### config.mk
export PLATFORM = sky130hd
export DESIGN_NAME = gpio_bank_ctrl
export DESIGN_NICKNAME = d
export VERILOG_FILES = /design/src/rtl/gpio_pkg.sv /design/src/rtl/gpio_sync_edge.sv /design/src/rtl/gpio_port.sv /design/src/rtl/gpio_bank_ctrl.sv
export SDC_FILE = /design/constraint.sdc
export NUM_CORES = 1
export LEC_CHECK = 0
export BUFFER_PORTS_ARGS = -buffer_cell sky130_fd_sc_hd__buf_2
export CAP_MARGIN = 10
export CORE_ASPECT_RATIO = 0.7
export CORE_UTILIZATION = 25
export DETAILED_ROUTE_END_ITERATION = 7
export GPL_TIMING_DRIVEN = 0
export SYNTH_ARGS = -nofsm -noshare
export SYNTH_HDL_FRONTEND = slang
export SYNTH_SLANG_ARGS = --single-unit
### constraint.sdc
create_clock -name clk -period 3.1 [get_ports clk]
set_input_delay 0.465 -clock clk [delete_from_list [all_inputs] [get_ports clk]]
set_output_delay 0.465 -clock clk [all_outputs]
set_load 0.05 [all_outputs]
### src/rtl/gpio_pkg.sv
package gpio_pkg;

  localparam int PINS_PER_PORT = 8;
  localparam int PORT_STRIDE   = 48;
  localparam int MAX_PORTS     = 7;

  typedef enum logic [1:0] {
    DRV_IN     = 2'b00,
    DRV_PUSH   = 2'b01,
    DRV_SINK   = 2'b10,
    DRV_SOURCE = 2'b11
  } drv_mode_e;

  typedef enum logic [3:0] {
    REG_NONE,
    REG_IN,
    REG_OUT,
    REG_MODE,
    REG_PULL,
    REG_EVENT,
    REG_IEN,
    REG_FORCE,
    REG_EDGE
  } reg_sel_e;

  // Returns {output_enable, output_value} for one pin.
  function automatic logic [1:0] pad_drive(drv_mode_e m, logic d);
    case (m)
      DRV_PUSH:   return {1'b1, d};
      DRV_SINK:   return {~d, 1'b0};
      DRV_SOURCE: return {d, 1'b1};
      default:    return 2'b00;
    endcase
  endfunction

  // Maps an in-port byte offset to a register select.
  function automatic reg_sel_e decode_off(logic [5:0] off);
    case (off)
      6'h04:   return REG_IN;
      6'h08:   return REG_OUT;
      6'h0C:   return REG_MODE;
      6'h10:   return REG_PULL;
      6'h14:   return REG_EVENT;
      6'h18:   return REG_IEN;
      6'h1C:   return REG_FORCE;
      6'h20:   return REG_EDGE;
      default: return REG_NONE;
    endcase
  endfunction

endpackage

### src/rtl/gpio_sync_edge.sv
module gpio_sync_edge
  import gpio_pkg::*;
#(
  parameter int W = PINS_PER_PORT
) (
  input  logic         clk,
  input  logic         rst_n,
  input  logic [W-1:0] pad_in,
  input  logic         two_stage,
  input  logic         run,
  input  logic [W-1:0] rise_sel,
  output logic [W-1:0] in_val,
  output logic [W-1:0] hit
);

  logic [W-1:0] s1_q, s2_q, prev_q;
  logic [W-1:0] rise, fall;

  always_ff @(posedge clk or negedge rst_n) begin
    if (!rst_n) begin
      s1_q   <= '0;
      s2_q   <= '0;
      prev_q <= '0;
    end else begin
      s1_q   <= pad_in;
      s2_q   <= s1_q;
      prev_q <= in_val;
    end
  end

  assign in_val = two_stage ? s2_q : s1_q;
  assign rise   = in_val & ~prev_q;
  assign fall   = ~in_val & prev_q;
  assign hit    = run ? ((rise & rise_sel) | (fall & ~rise_sel)) : '0;

endmodule

### src/rtl/gpio_port.sv
module gpio_port
  import gpio_pkg::*;
#(
  parameter int W = PINS_PER_PORT
) (
  input  logic          clk,
  input  logic          rst_n,
  input  reg_sel_e      sel,
  input  logic          wr_en,
  input  logic [15:0]   wdata,
  output logic [31:0]   rdata,
  input  logic [W-1:0]  in_val,
  input  logic [W-1:0]  hit,
  output logic [W-1:0]  rise_sel,
  output logic [W-1:0]  pad_out,
  output logic [W-1:0]  pad_oe,
  output logic [W-1:0]  pad_pu,
  output logic          irq
);

  localparam int MW = 2 * W;

  logic [W-1:0]  dout_q, pud_q, ev_q, ien_q, force_q, edge_q;
  logic [MW-1:0] mode_q;
  logic [W-1:0]  ev_clr;
  logic          ev_wr;

  assign ev_wr  = wr_en && (sel == REG_EVENT);
  assign ev_clr = ev_wr ? wdata[W-1:0] : '0;

  always_ff @(posedge clk or negedge rst_n) begin
    if (!rst_n) begin
      dout_q  <= '0;
      pud_q   <= '0;
      ien_q   <= '0;
      force_q <= '0;
      edge_q  <= '0;
      mode_q  <= '0;
      ev_q    <= '0;
    end else begin
      ev_q <= (ev_q & ~ev_clr) | hit | force_q;
      if (wr_en) begin
        case (sel)
          REG_OUT:   dout_q  <= wdata[W-1:0];
          REG_MODE:  mode_q  <= wdata[MW-1:0];
          REG_PULL:  pud_q   <= wdata[W-1:0];
          REG_IEN:   ien_q   <= wdata[W-1:0];
          REG_FORCE: force_q <= wdata[W-1:0];
          REG_EDGE:  edge_q  <= wdata[W-1:0];
          default:   ;
        endcase
      end
    end
  end

  always_comb begin
    rdata = '0;
    case (sel)
      REG_IN:    rdata[W-1:0]  = in_val;
      REG_OUT:   rdata[W-1:0]  = dout_q;
      REG_MODE:  rdata[MW-1:0] = mode_q;
      REG_PULL:  rdata[W-1:0]  = pud_q;
      REG_EVENT: rdata[W-1:0]  = ev_q;
      REG_IEN:   rdata[W-1:0]  = ien_q;
      REG_FORCE: rdata[W-1:0]  = force_q;
      REG_EDGE:  rdata[W-1:0]  = edge_q;
      default:   rdata = '0;
    endcase
  end

  for (genvar k = 0; k < W; k++) begin : g_pin
    logic [1:0] drv;
    assign drv        = pad_drive(drv_mode_e'(mode_q[2*k +: 2]), dout_q[k]);
    assign pad_oe[k]  = drv[1];
    assign pad_out[k] = drv[0];

    assert_oe_R3: assert property (@(posedge clk) disable iff (!rst_n)
      (mode_q[2*k +: 2] == 2'b00) |-> !pad_oe[k]);
  end

  assign pad_pu   = ~pud_q;
  assign rise_sel = edge_q;
  assign irq      = |(ev_q & ien_q);

  // Without an event write, pending events never drop.
  assert_sticky_R7: assert property (@(posedge clk) disable iff (!rst_n)
    !ev_wr |=> ((ev_q & $past(ev_q)) == $past(ev_q)));

  // A held force shows up in the event register on the next clock.
  assert_force_R8: assert property (@(posedge clk) disable iff (!rst_n)
    (force_q != '0) |=> ((ev_q & $past(force_q)) == $past(force_q)));

  assert_irq_R9: assert property (@(posedge clk) disable iff (!rst_n)
    (ien_q == '0) |-> !irq);

endmodule

### src/rtl/gpio_bank_ctrl.sv
module gpio_bank_ctrl
  import gpio_pkg::*;
#(
  parameter int NUM_PORTS    = 3,
  parameter int CORE_VERSION = 5,
  parameter int ADDR_W       = 9
) (
  input  logic                            clk,
  input  logic                            rst_n,
  input  logic                            bus_sel,
  input  logic                            bus_wr,
  input  logic [ADDR_W-1:0]               bus_addr,
  input  logic [31:0]                     bus_wdata,
  output logic [31:0]                     bus_rdata,
  input  logic [NUM_PORTS*PINS_PER_PORT-1:0] pad_in,
  output logic [NUM_PORTS*PINS_PER_PORT-1:0] pad_out,
  output logic [NUM_PORTS*PINS_PER_PORT-1:0] pad_oe,
  output logic [NUM_PORTS*PINS_PER_PORT-1:0] pad_pu,
  output logic [NUM_PORTS-1:0]            port_irq
);

  localparam int P = PINS_PER_PORT;
  localparam logic [ADDR_W-1:0] STRIDE_A = ADDR_W'(PORT_STRIDE);
  localparam logic [31:0] ID_WORD =
    {16'b0, 7'(NUM_PORTS), 7'(CORE_VERSION), 2'b00};

  logic [1:0]        ctrl_q;
  logic [ADDR_W-1:0] port_idx, port_off;
  reg_sel_e          off_sel;
  logic              ctrl_hit, port_hit, addr_hit;
  logic [31:0]       port_rd [NUM_PORTS];
  logic              unused_bits;

  assign port_idx = bus_addr / STRIDE_A;
  assign port_off = bus_addr % STRIDE_A;
  assign off_sel  = decode_off(port_off[5:0]);
  assign ctrl_hit = (bus_addr == '0);
  assign port_hit = (port_idx < ADDR_W'(NUM_PORTS)) && (off_sel != REG_NONE);
  assign addr_hit = ctrl_hit || port_hit;
  assign unused_bits = &{1'b0, port_off[ADDR_W-1:6], bus_wdata[31:16]};

  always_ff @(posedge clk or negedge rst_n) begin
    if (!rst_n)
      ctrl_q <= '0;
    else if (bus_sel && bus_wr && ctrl_hit)
      ctrl_q <= bus_wdata[1:0];
  end

  for (genvar p = 0; p < NUM_PORTS; p++) begin : g_port
    reg_sel_e   psel;
    logic [P-1:0] in_val, hit, rise_sel;

    assign psel = (bus_sel && port_idx == ADDR_W'(p)) ? off_sel : REG_NONE;

    gpio_sync_edge #(.W(P)) i_sync (
      .clk       (clk),
      .rst_n     (rst_n),
      .pad_in    (pad_in[p*P +: P]),
      .two_stage (ctrl_q[1]),
      .run       (ctrl_q[0]),
      .rise_sel  (rise_sel),
      .in_val    (in_val),
      .hit       (hit)
    );

    gpio_port #(.W(P)) i_port (
      .clk      (clk),
      .rst_n    (rst_n),
      .sel      (psel),
      .wr_en    (bus_wr),
      .wdata    (bus_wdata[15:0]),
      .rdata    (port_rd[p]),
      .in_val   (in_val),
      .hit      (hit),
      .rise_sel (rise_sel),
      .pad_out  (pad_out[p*P +: P]),
      .pad_oe   (pad_oe[p*P +: P]),
      .pad_pu   (pad_pu[p*P +: P]),
      .irq      (port_irq[p])
    );
  end

  always_comb begin
    bus_rdata = '0;
    if (bus_sel && !bus_wr) begin
      if (ctrl_hit) bus_rdata = ID_WORD | {30'b0, ctrl_q};
      for (int p = 0; p < NUM_PORTS; p++) bus_rdata = bus_rdata | port_rd[p];
    end
  end

  assert_unmapped_R10: assert property (@(posedge clk) disable iff (!rst_n)
    (bus_sel && !bus_wr && !addr_hit) |-> (bus_rdata == '0));

endmodule

==> metrics.md, run 1 <==
| Metric | Value |
|---|---|
| Status | complete, but fails checks |
| Failing checks | DRC, setup timing |
| Setup crit start kind | input port |
| R2R setup slack | about 1.3 ns |
| Fin nets | approximately 1500 |
| Seq/Total Area, Yosys | 0.506 |
| Final setup vio count | 16 |
| Post-synth EDFFs | 0 |
| Setup crit start | bus_addr[4] |
| Gate Count Post-Synth | 1116 |
| FF-to-FF End | g_port[0].i_port.ev_q[6] |
| Setup crit end kind | output pin |
| Crit-path cells | buf_8 -> buf_12 -> xnor2_4 -> a2111oi_4 -> buf_4 -> nor3_4 -> nand2_4 -> clkbuf_4 -> nand4_1 -> a21oi_4 -> a31oi_4 -> buf_6 |
| CTS tree | built |
| Post-layout min period | 3.58 ns |
| Post-route cell area | around 0.018 mm2 |
| Slew at the pin closest to its max-slew limit | approximately 1.0 ns |
| Yosys cell types | 72 |
| Core ar. | 0.0514 mm2 |
| Initial antenna violation count | 2 |
| Warnings from Yosys | 0 |
| Pwr/cell area | 480 mW/mm2 |
| Clock tree buffer depth | 3 |
| Period utilisation layout | 1.15 |
| Clk root buf | clkbuf_16 |
| Worst vdd ir | 0.436 mV |
| Largest net degree at the start of global routing | between 100 and 150 |
| Hold Path End | g_port[0].i_sync.s1_q[0] |
| Via-to-Cell Ratio | 5.38 |
| Initial core utilization | 0.256 |
| DR WL/cell | 26.7 um |
| Most common library cell in the layout ignoring fill and taps | dfrtp_1 |
| Iteration count of the initial detailed-routing pass | 8 |
| Avg Inst Size Synth | 11.8 um2 |
| Row count | 69 |
| Total congestion overflow | 0 |
| Fin. Hold Viols | 0 |
| Vias post-DR | ~11000 |
| Crit-path slowest cell | a2111oi_4 |
| Fmax | 0.280 GHz |
| Post-synth top area share | 0.506 |
| Placed insts | roughly 2000 |
| Clk_lat worst skew | 0.57 ns |
| Min-Delay Startpoint | pad_in[0] |
| Die Y | 194 um |
| Initial DRC count | 1543 |
| Slew Limit Fails | 0 |
| Slew headroom | 0.308 |
| Dpl hpwl | 39.7 mm |
| First-pass GRT wire length | 78.9 mm |
| Area leader, netlist | dfrtp_1 |
| Share of layout cells above drive strength 1 | 0.448 |
| Crit path max-delay family | compound AO/OA/AOI/OAI gates |
| DIE WIDTH | 276 um |
| Routability Congestion | 1.00 |
| Reg-to-Reg Start | ctrl_q[1] |
| Hold depth | 1 |
| Final worst slack | -0.476 ns |
| Final Skew | ~0.018 ns |
| Lkg Pwr | 8.02 nW |
| Final Non-Filler Cells | 2096 |
| N_diodes | 0 |
| Area grow syn2layout | 35.7% |
| Crit path DAT | 3.11 ns |
| FILL cells | 5083 |
| Hold WC Path Type | input port to flip-flop |
| Max Cap Viol | 0 |
| Clock sink total | 266 |
| Synth Cell Area | 0.0132 mm2 |
| I/O pin count | 176 |
| Most used DFF post-synth | dfrtp_1 |
| Routed WL | 55.9 mm |
| WP buf/inv | 5 |
| Reg2Reg Depth | 4 |
| CP max stage delay | 0.51 ns |
| Final Util | 0.347 |
| Maximum fanout along the worst path | 10 |
| Vias in the first global route | 10900 |
| Routed Antenna Nets | 0 |
| Clk slew on worst S/H paths | 0.06 ns |
| CP Data Required Time | 2.63 ns |
| RSZ-0062 raised after global routing | yes |
| Crit path kind | input port to output pin |
| Async SR Flop Fraction | 1.00 |
| Placed cell areas | around 0.015 mm2 |
| # DRC | 35 |
| H-tree depth | 1 |
| GR Util All Layers | 0.202 |
| TNS Setup | -3.81 ns |
| Die area | 0.0535 mm2 |
| Num CTS Buffers | 28 |
| Leading cell types in the layout, fill and taps excluded | dfrtp_1 (265), mux2_2 (143), buf_2 (129) |
| Register bit total from synthesis | ~270 |
| Synth area leaders | dfrtp_1 (51%), mux2_2 (12%), mux2_4 (3.0%) |
| Port Buffers | about 140 |
==> cell families (layout without fill, tap and decap cells) <==
family | count (synthesis) | after routing | share of synthesized area
xor+xnor | 27 | 27 | 0.0180
mux | 186 | 186 | 0.165
compound gates | 239 | 239 | 0.138
simple gates | 270 | 270 | 0.126
buf+inv | 127 | 418 | 0.0470
other cells | 1 | 16 | 0.000285
flops | 266 | 266 | 0.506
==> worst reg2reg max path, cell delays in order (launching register included) <==
cell,delay (ns)
dfrtp_2,0.47
buf_6,0.27
mux2i_1,0.42
o21ai_0,0.19
a221o_1,0.36
==> area by class of cell <==
type                       count  area, um2  share of cell area
sequential                   266       6660               0.373
tap                          674        843              0.0473
inverter                      44        165             0.00926
clock buffer                  42        835              0.0468
timing repair buffer         244       1850               0.104
multi-input combinational    738       6720               0.377
buffer                        80        691              0.0387
clock inverter                 8       82.6             0.00463
==> cell usage after synthesis (all sizes together), types with 21 or more instances <==
library cell / count
buf: 51
xnor2: 27
a22oi: 43
a222oi: 24
o21a: 26
nor2: 24
a21oi: 21
dfrtp: 266
a221o: 26
inv: 44
clkbuf: 32
mux2: 169
o21ai: 41
nand2: 76
nand3b: 28
nand2b: 52
==> report_power, final <==
group	total (mW)	internal (mW)	leakage (nW)	switching, mW
combinational	1.17	0.461	4.12	0.705
sequential	3.98	3.70	3.46	0.282
clock	3.42	1.94	0.436	1.48
total	8.56	6.10	8.02	2.47
==> metal layers <==
metal / up-vias / wire [um] / global-route usage
met5: - / 66 / 0.00884
li1: 4654 / - / -
met3: 129 / 6770 / 0.0718
met2: 668 / 22800 / 0.284
met1: 5830 / 24800 / 0.293
met4: 2 / 1450 / 0.0430
==> worst max-delay path by stage <==
stage                                           to  slack, ns  cells after the start
after floorplan                       bus_rdata[2]      -0.13                      9
after global placement    g_port[2].i_sync.s2_q[5]      -3.51                      1
after detailed placement              bus_rdata[0]      -1.28                     10
after CTS                             bus_rdata[2]      -0.41                     11
after global routing                  bus_rdata[2]      -0.58                     10
final                                 bus_rdata[2]      -0.48                     12
==> stage by stage <==
step / power [mW] / hold WS [ns] / setup WS (ns)
2_1_floorplan: 4.49 / 0.169 / -0.129
3_3_place_gp: 4.94 / 0.361 / -3.51
3_5_place_dp: 4.96 / 0.363 / -1.28
4_1_cts: 8.51 / 0.00113 / -0.407
5_1_grt: 8.84 / 0.00573 / -0.585
6_report: 8.56 / 0.0187 / -0.476
==> what timing repair did <==
item,CTS,global route
cloned,0,3
hold buffers,8,0
hold endpoints to repair,62,0
setup endpoints to repair,56,16
buffers inserted,53,35
resized for setup,179,76
pin swaps,39,42
==> sequential cells by signal, indices dropped and copies added (netlist names) <==
name / cells
g_port.i_sync.s2_q: 24
g_port.i_sync.s1_q: 24
g_port.i_port.ev_q: 24
g_port.i_port.force_q: 24
g_port.i_port.pud_q: 24
ctrl_q: 2
g_port.i_port.ien_q: 24
g_port.i_port.mode_q: 48
g_port.i_sync.prev_q: 24
g_port.i_port.rise_sel: 24
g_port.i_port.dout_q: 24
Power figures use the tool's default switching activity.
==> run 2: changes to the inputs <==
--- a/config.mk
+++ b/config.mk
@@ -13,4 +13,5 @@
 export GPL_TIMING_DRIVEN = 0
 export SYNTH_ARGS = -nofsm -noshare
 export SYNTH_HDL_FRONTEND = slang
+export SYNTH_HIERARCHICAL = 1
 export SYNTH_SLANG_ARGS = --single-unit
==> metrics.md, run 2 <==
| Metric | Value |
|---|---|
| Final Skew | 0.0155 ns (-0.00280 ns) |
| Clk_lat worst skew | 0.59 ns (+0.02 ns) |
| First-pass GRT wire length | 76.2 mm (-3.5%) |
| Hold Path End | g_port[2].i_port/mode_q[8] |
| Critical path's most frequent cell | buf_6 |
| Final worst slack | -0.962 ns (-0.485 ns) |
| WP buf/inv | 5 (unchanged) |
| # DRC | 0 (-100%) |
| Slew headroom | 0.251 (-0.0570) |
| Die Y | 205 um (+5.6%) |
| Port Buffers | 141 (-0.70%) |
| Most common library cell in the layout ignoring fill and taps | dfrtp_1 |
| Setup crit end kind | output pin |
| Total congestion overflow | 0 (unchanged) |
| Async SR Flop Fraction | 1.00 (unchanged) |
| Post-synth top area share | 0.453 (-0.0531) |
| Die area | 0.0598 mm2 (+12%) |
| Gate Count Post-Synth | 1329 (+19%) |
| Crit path max-delay family | simple AND/OR/NAND/NOR gates |
| Crit path DAT | 3.60 ns (+0.49 ns) |
| Synth area leaders | dfrtp_1 (45%), mux2_2 (11%), nand3b_1 (10%) |
| Routability Congestion | 0.919 (-8.4%) |
| Period utilisation layout | 1.31 (+0.157) |
| Status | complete, but fails checks |
| Initial DRC count | 970 (-37%) |
| Worst vdd ir | 0.374 mV (-14%) |
| Post-layout min period | 4.06 ns (+0.485 ns) |
| Area leader, netlist | dfrtp_1 |
| Top reg by flops | g_port.i_port/mode_q |
| Min-Delay Startpoint | bus_wdata[8] |
| CP max stage delay | 0.57 ns (+0.06 ns) |
| CTS tree | built |
| Fin. Hold Viols | 0 (unchanged) |
| Dpl hpwl | 36.9 mm (-7.3%) |
| Lkg Pwr | 8.66 nW (+8.0%) |
| Crit path kind | input port to output pin |
| Setup crit start kind | input port |
| Final Non-Filler Cells | 2381 (+14%) |
| Routed Antenna Nets | 0 (unchanged) |
| Num CTS Buffers | 30 (+7.1%) |
| Fin nets | 1675 (+14%) |
| Slew Limit Fails | 0 (unchanged) |
| Tot Pwr | 8.29 mW (-3.2%) |
| TNS Setup | -7.62 ns (-3.81 ns) |
| Vias in the first global route | 11700 (+7.1%) |
| Clk root buf | clkbuf_16 |
| Post-synth top cells | dfrtp_1 (266), nand3b_1 (195), mux2_2 (144) |
| Placed insts | 2267 (+16%) |
| Count leader, synth | dfrtp_1 |
| Crit-path slowest cell | or4_4 |
| Initial antenna violation count | 5 (+3) |
| Max FFs per register | 48 (unchanged) |
| Hold WC Path Type | input port to flip-flop |
| Row count | 73 (+5.8%) |
| Dpl ws | -1.21 ns (+0.0689 ns) |
| Area grow syn2layout | 29.5% |
| Clock sink total | 266 (unchanged) |
| Fmax | 0.246 GHz (-12%) |
| DIE WIDTH | 292 um (+5.7%) |
| FF-to-FF End | g_port[0].i_port/ev_q[3] |
| FILL cells | 5807 (+14%) |
| Via-to-Cell Ratio | 4.92 (-8.6%) |
| Post-synth EDFFs | 0 (unchanged) |
| Placed cell areas | 0.0169 mm2 (+12%) |
| R2R setup slack | 1.29 ns (+0.03 ns) |
| CP Data Required Time | 2.63 ns (about the same) |
| Register bit total from synthesis | 266 (unchanged) |
| Most used DFF post-synth | dfrtp_1 |
| Initial core utilization | 0.256 (about the same) |
| Max Cap Viol | 0 (unchanged) |
| Seq/Total Area, Yosys | 0.453 (-0.0531) |
| Yosys cell types | 52 (-28%) |
| Maximum fanout along the worst path | 7 (-3) |
| Failing checks | setup timing |
| Reg2Reg Depth | 5 (+1) |
| Reg-to-Reg Start | ctrl_q[0] |
| Pwr/cell area | 435 mW/mm2 (-9.3%) |
| Clock tree buffer depth | 3 (unchanged) |
| Post-route cell area | 0.0190 mm2 (+6.6%) |
| Core ar. | 0.0575 mm2 (+12%) |
| Final setup vio count | 16 (unchanged) |
| RSZ-0062 raised after global routing | yes |
| Largest net degree at the start of global routing | 98 (-18%) |
| Avg Inst Size Synth | 11.1 um2 (-6.2%) |
| H-tree depth | 1 (unchanged) |
| GR Util All Layers | 0.170 (-0.0321) |
| Routed WL | 51.7 mm (-7.4%) |
| Crit-path cells | buf_8 -> buf_6 -> nor4b_4 -> a21oi_1 -> or3b_4 -> nor4_4 -> buf_6 -> buf_12 -> mux2i_2 -> nor2_1 -> or4_4 -> a2111oi_4 -> nor2_4 -> buf_6 |
| I/O pin count | 176 (unchanged) |
| DR WL/cell | 21.7 um (-19%) |
| Clk slew on worst S/H paths | 0.06 ns (about the same) |
| Synth Cell Area | 0.0147 mm2 (+12%) |
| Slew at the pin closest to its max-slew limit | 1.12 ns (+0.0885 ns) |
| Share of layout cells above drive strength 1 | 0.396 (-0.0523) |
| Hold depth | 2 (+1) |
| Iteration count of the initial detailed-routing pass | 5 (-3) |
| Leading cell types in the layout, fill and taps excluded | dfrtp_1 (266), nand3b_1 (195), mux2_2 (144) |
| Warnings from Yosys | 6 (+6) |
| Vias post-DR | 11700 (+3.8%) |
## run 2: cell count changes in the layout (fill, tap and decap cells not counted), sizes merged, moves of 32 or more
cell / previous run / this run
a21oi: 21 / 78
conb: 16 / 48
mux2i: 17 / 49
nand2: 76 / 10
nand3b: 28 / 198
nor2: 24 / 60
## run 2: what timing repair did
item | 4_1_cts | 5_1_grt
endpoints found under the hold margin | 120 | 0
hold buffers | 25 | 0
gates resized for setup | 133 | 36
endpoints found under the setup margin | 16 | 16
gates cloned | 2 | 0
pin swaps | 32 | 15
setup buffers | 28 | 8
## run 2: final cells by class
class,instances,area [um2],area share
multi-input combinational,946,7830,0.411
sequential,266,6660,0.350
timing repair buffer,204,1470,0.0773
buffer,134,1040,0.0544
tap,750,938,0.0493
clock buffer,35,779,0.0410
clock inverter,21,224,0.0118
inverter,24,90.1,0.00473
antenna,1,2.50,0.000132
## run 2: per-stage QoR
| step | hold slack (ns) | utilization |
|---|---|---|
| final | 0.142 | 0.331 |
| after floorplan | 0.169 | - |
| after detailed placement | 0.364 | 0.293 |
| after CTS | 0.118 | 0.329 |
| after global routing | 0.129 | 0.331 |
| after global placement | 0.364 | 0.292 |
## run 2: worst max-delay path by stage
stage	from	end	slack [ns]	depth (start not counted)
after detailed placement	bus_addr[4]	bus_rdata[1]	-1.21	14
final	bus_addr[4]	bus_rdata[0]	-0.96	14
after global routing	bus_addr[4]	bus_rdata[0]	-1.02	14
after CTS	bus_addr[4]	bus_rdata[0]	-0.89	14
after global placement	rst_n	g_port[1].i_sync/s1_q[5]	-3.32	1
after floorplan	bus_addr[5]	bus_rdata[0]	-0.44	12
## run 2: cell families (layout without fill, tap and decap cells)
| family | after synthesis | after routing | synth area share |
|---|---|---|---|
| AOI/OAI and AO/OA | 170 | 170 | 0.0717 |
| DFF | 266 | 266 | 0.453 |
| and+or+nand+nor | 483 | 483 | 0.221 |
| muxes | 219 | 219 | 0.170 |
| other | 3 | 49 | 0.000766 |
| xor gates and xnor gates | 26 | 26 | 0.0155 |
| buffers and inverters | 162 | 418 | 0.0678 |
## run 2: metal layers
| metal | wire length, um | GRT usage |
|---|---|---|
| met5 | 0 | 0 |
| met4 | 1060 | 0.0378 |
| met3 | 3590 | 0.0345 |
| met2 | 22000 | 0.253 |
| met1 | 25100 | 0.251 |
## run 2: worst reg2reg max path: cells and delay by family, from the launching register on
family,cells,cell delay [ns]
compound gates,1,0.16
mux,1,0.35
buf+inv,2,0.64
simple gates,1,0.12
flops,1,0.49
## run 2: power breakdown
part / internal [mW] / switching [mW] / leakage (nW)
clock: 2.07 / 1.59 / 0.472
sequential: 3.62 / 0.121 / 3.44
combinational: 0.297 / 0.595 / 4.75
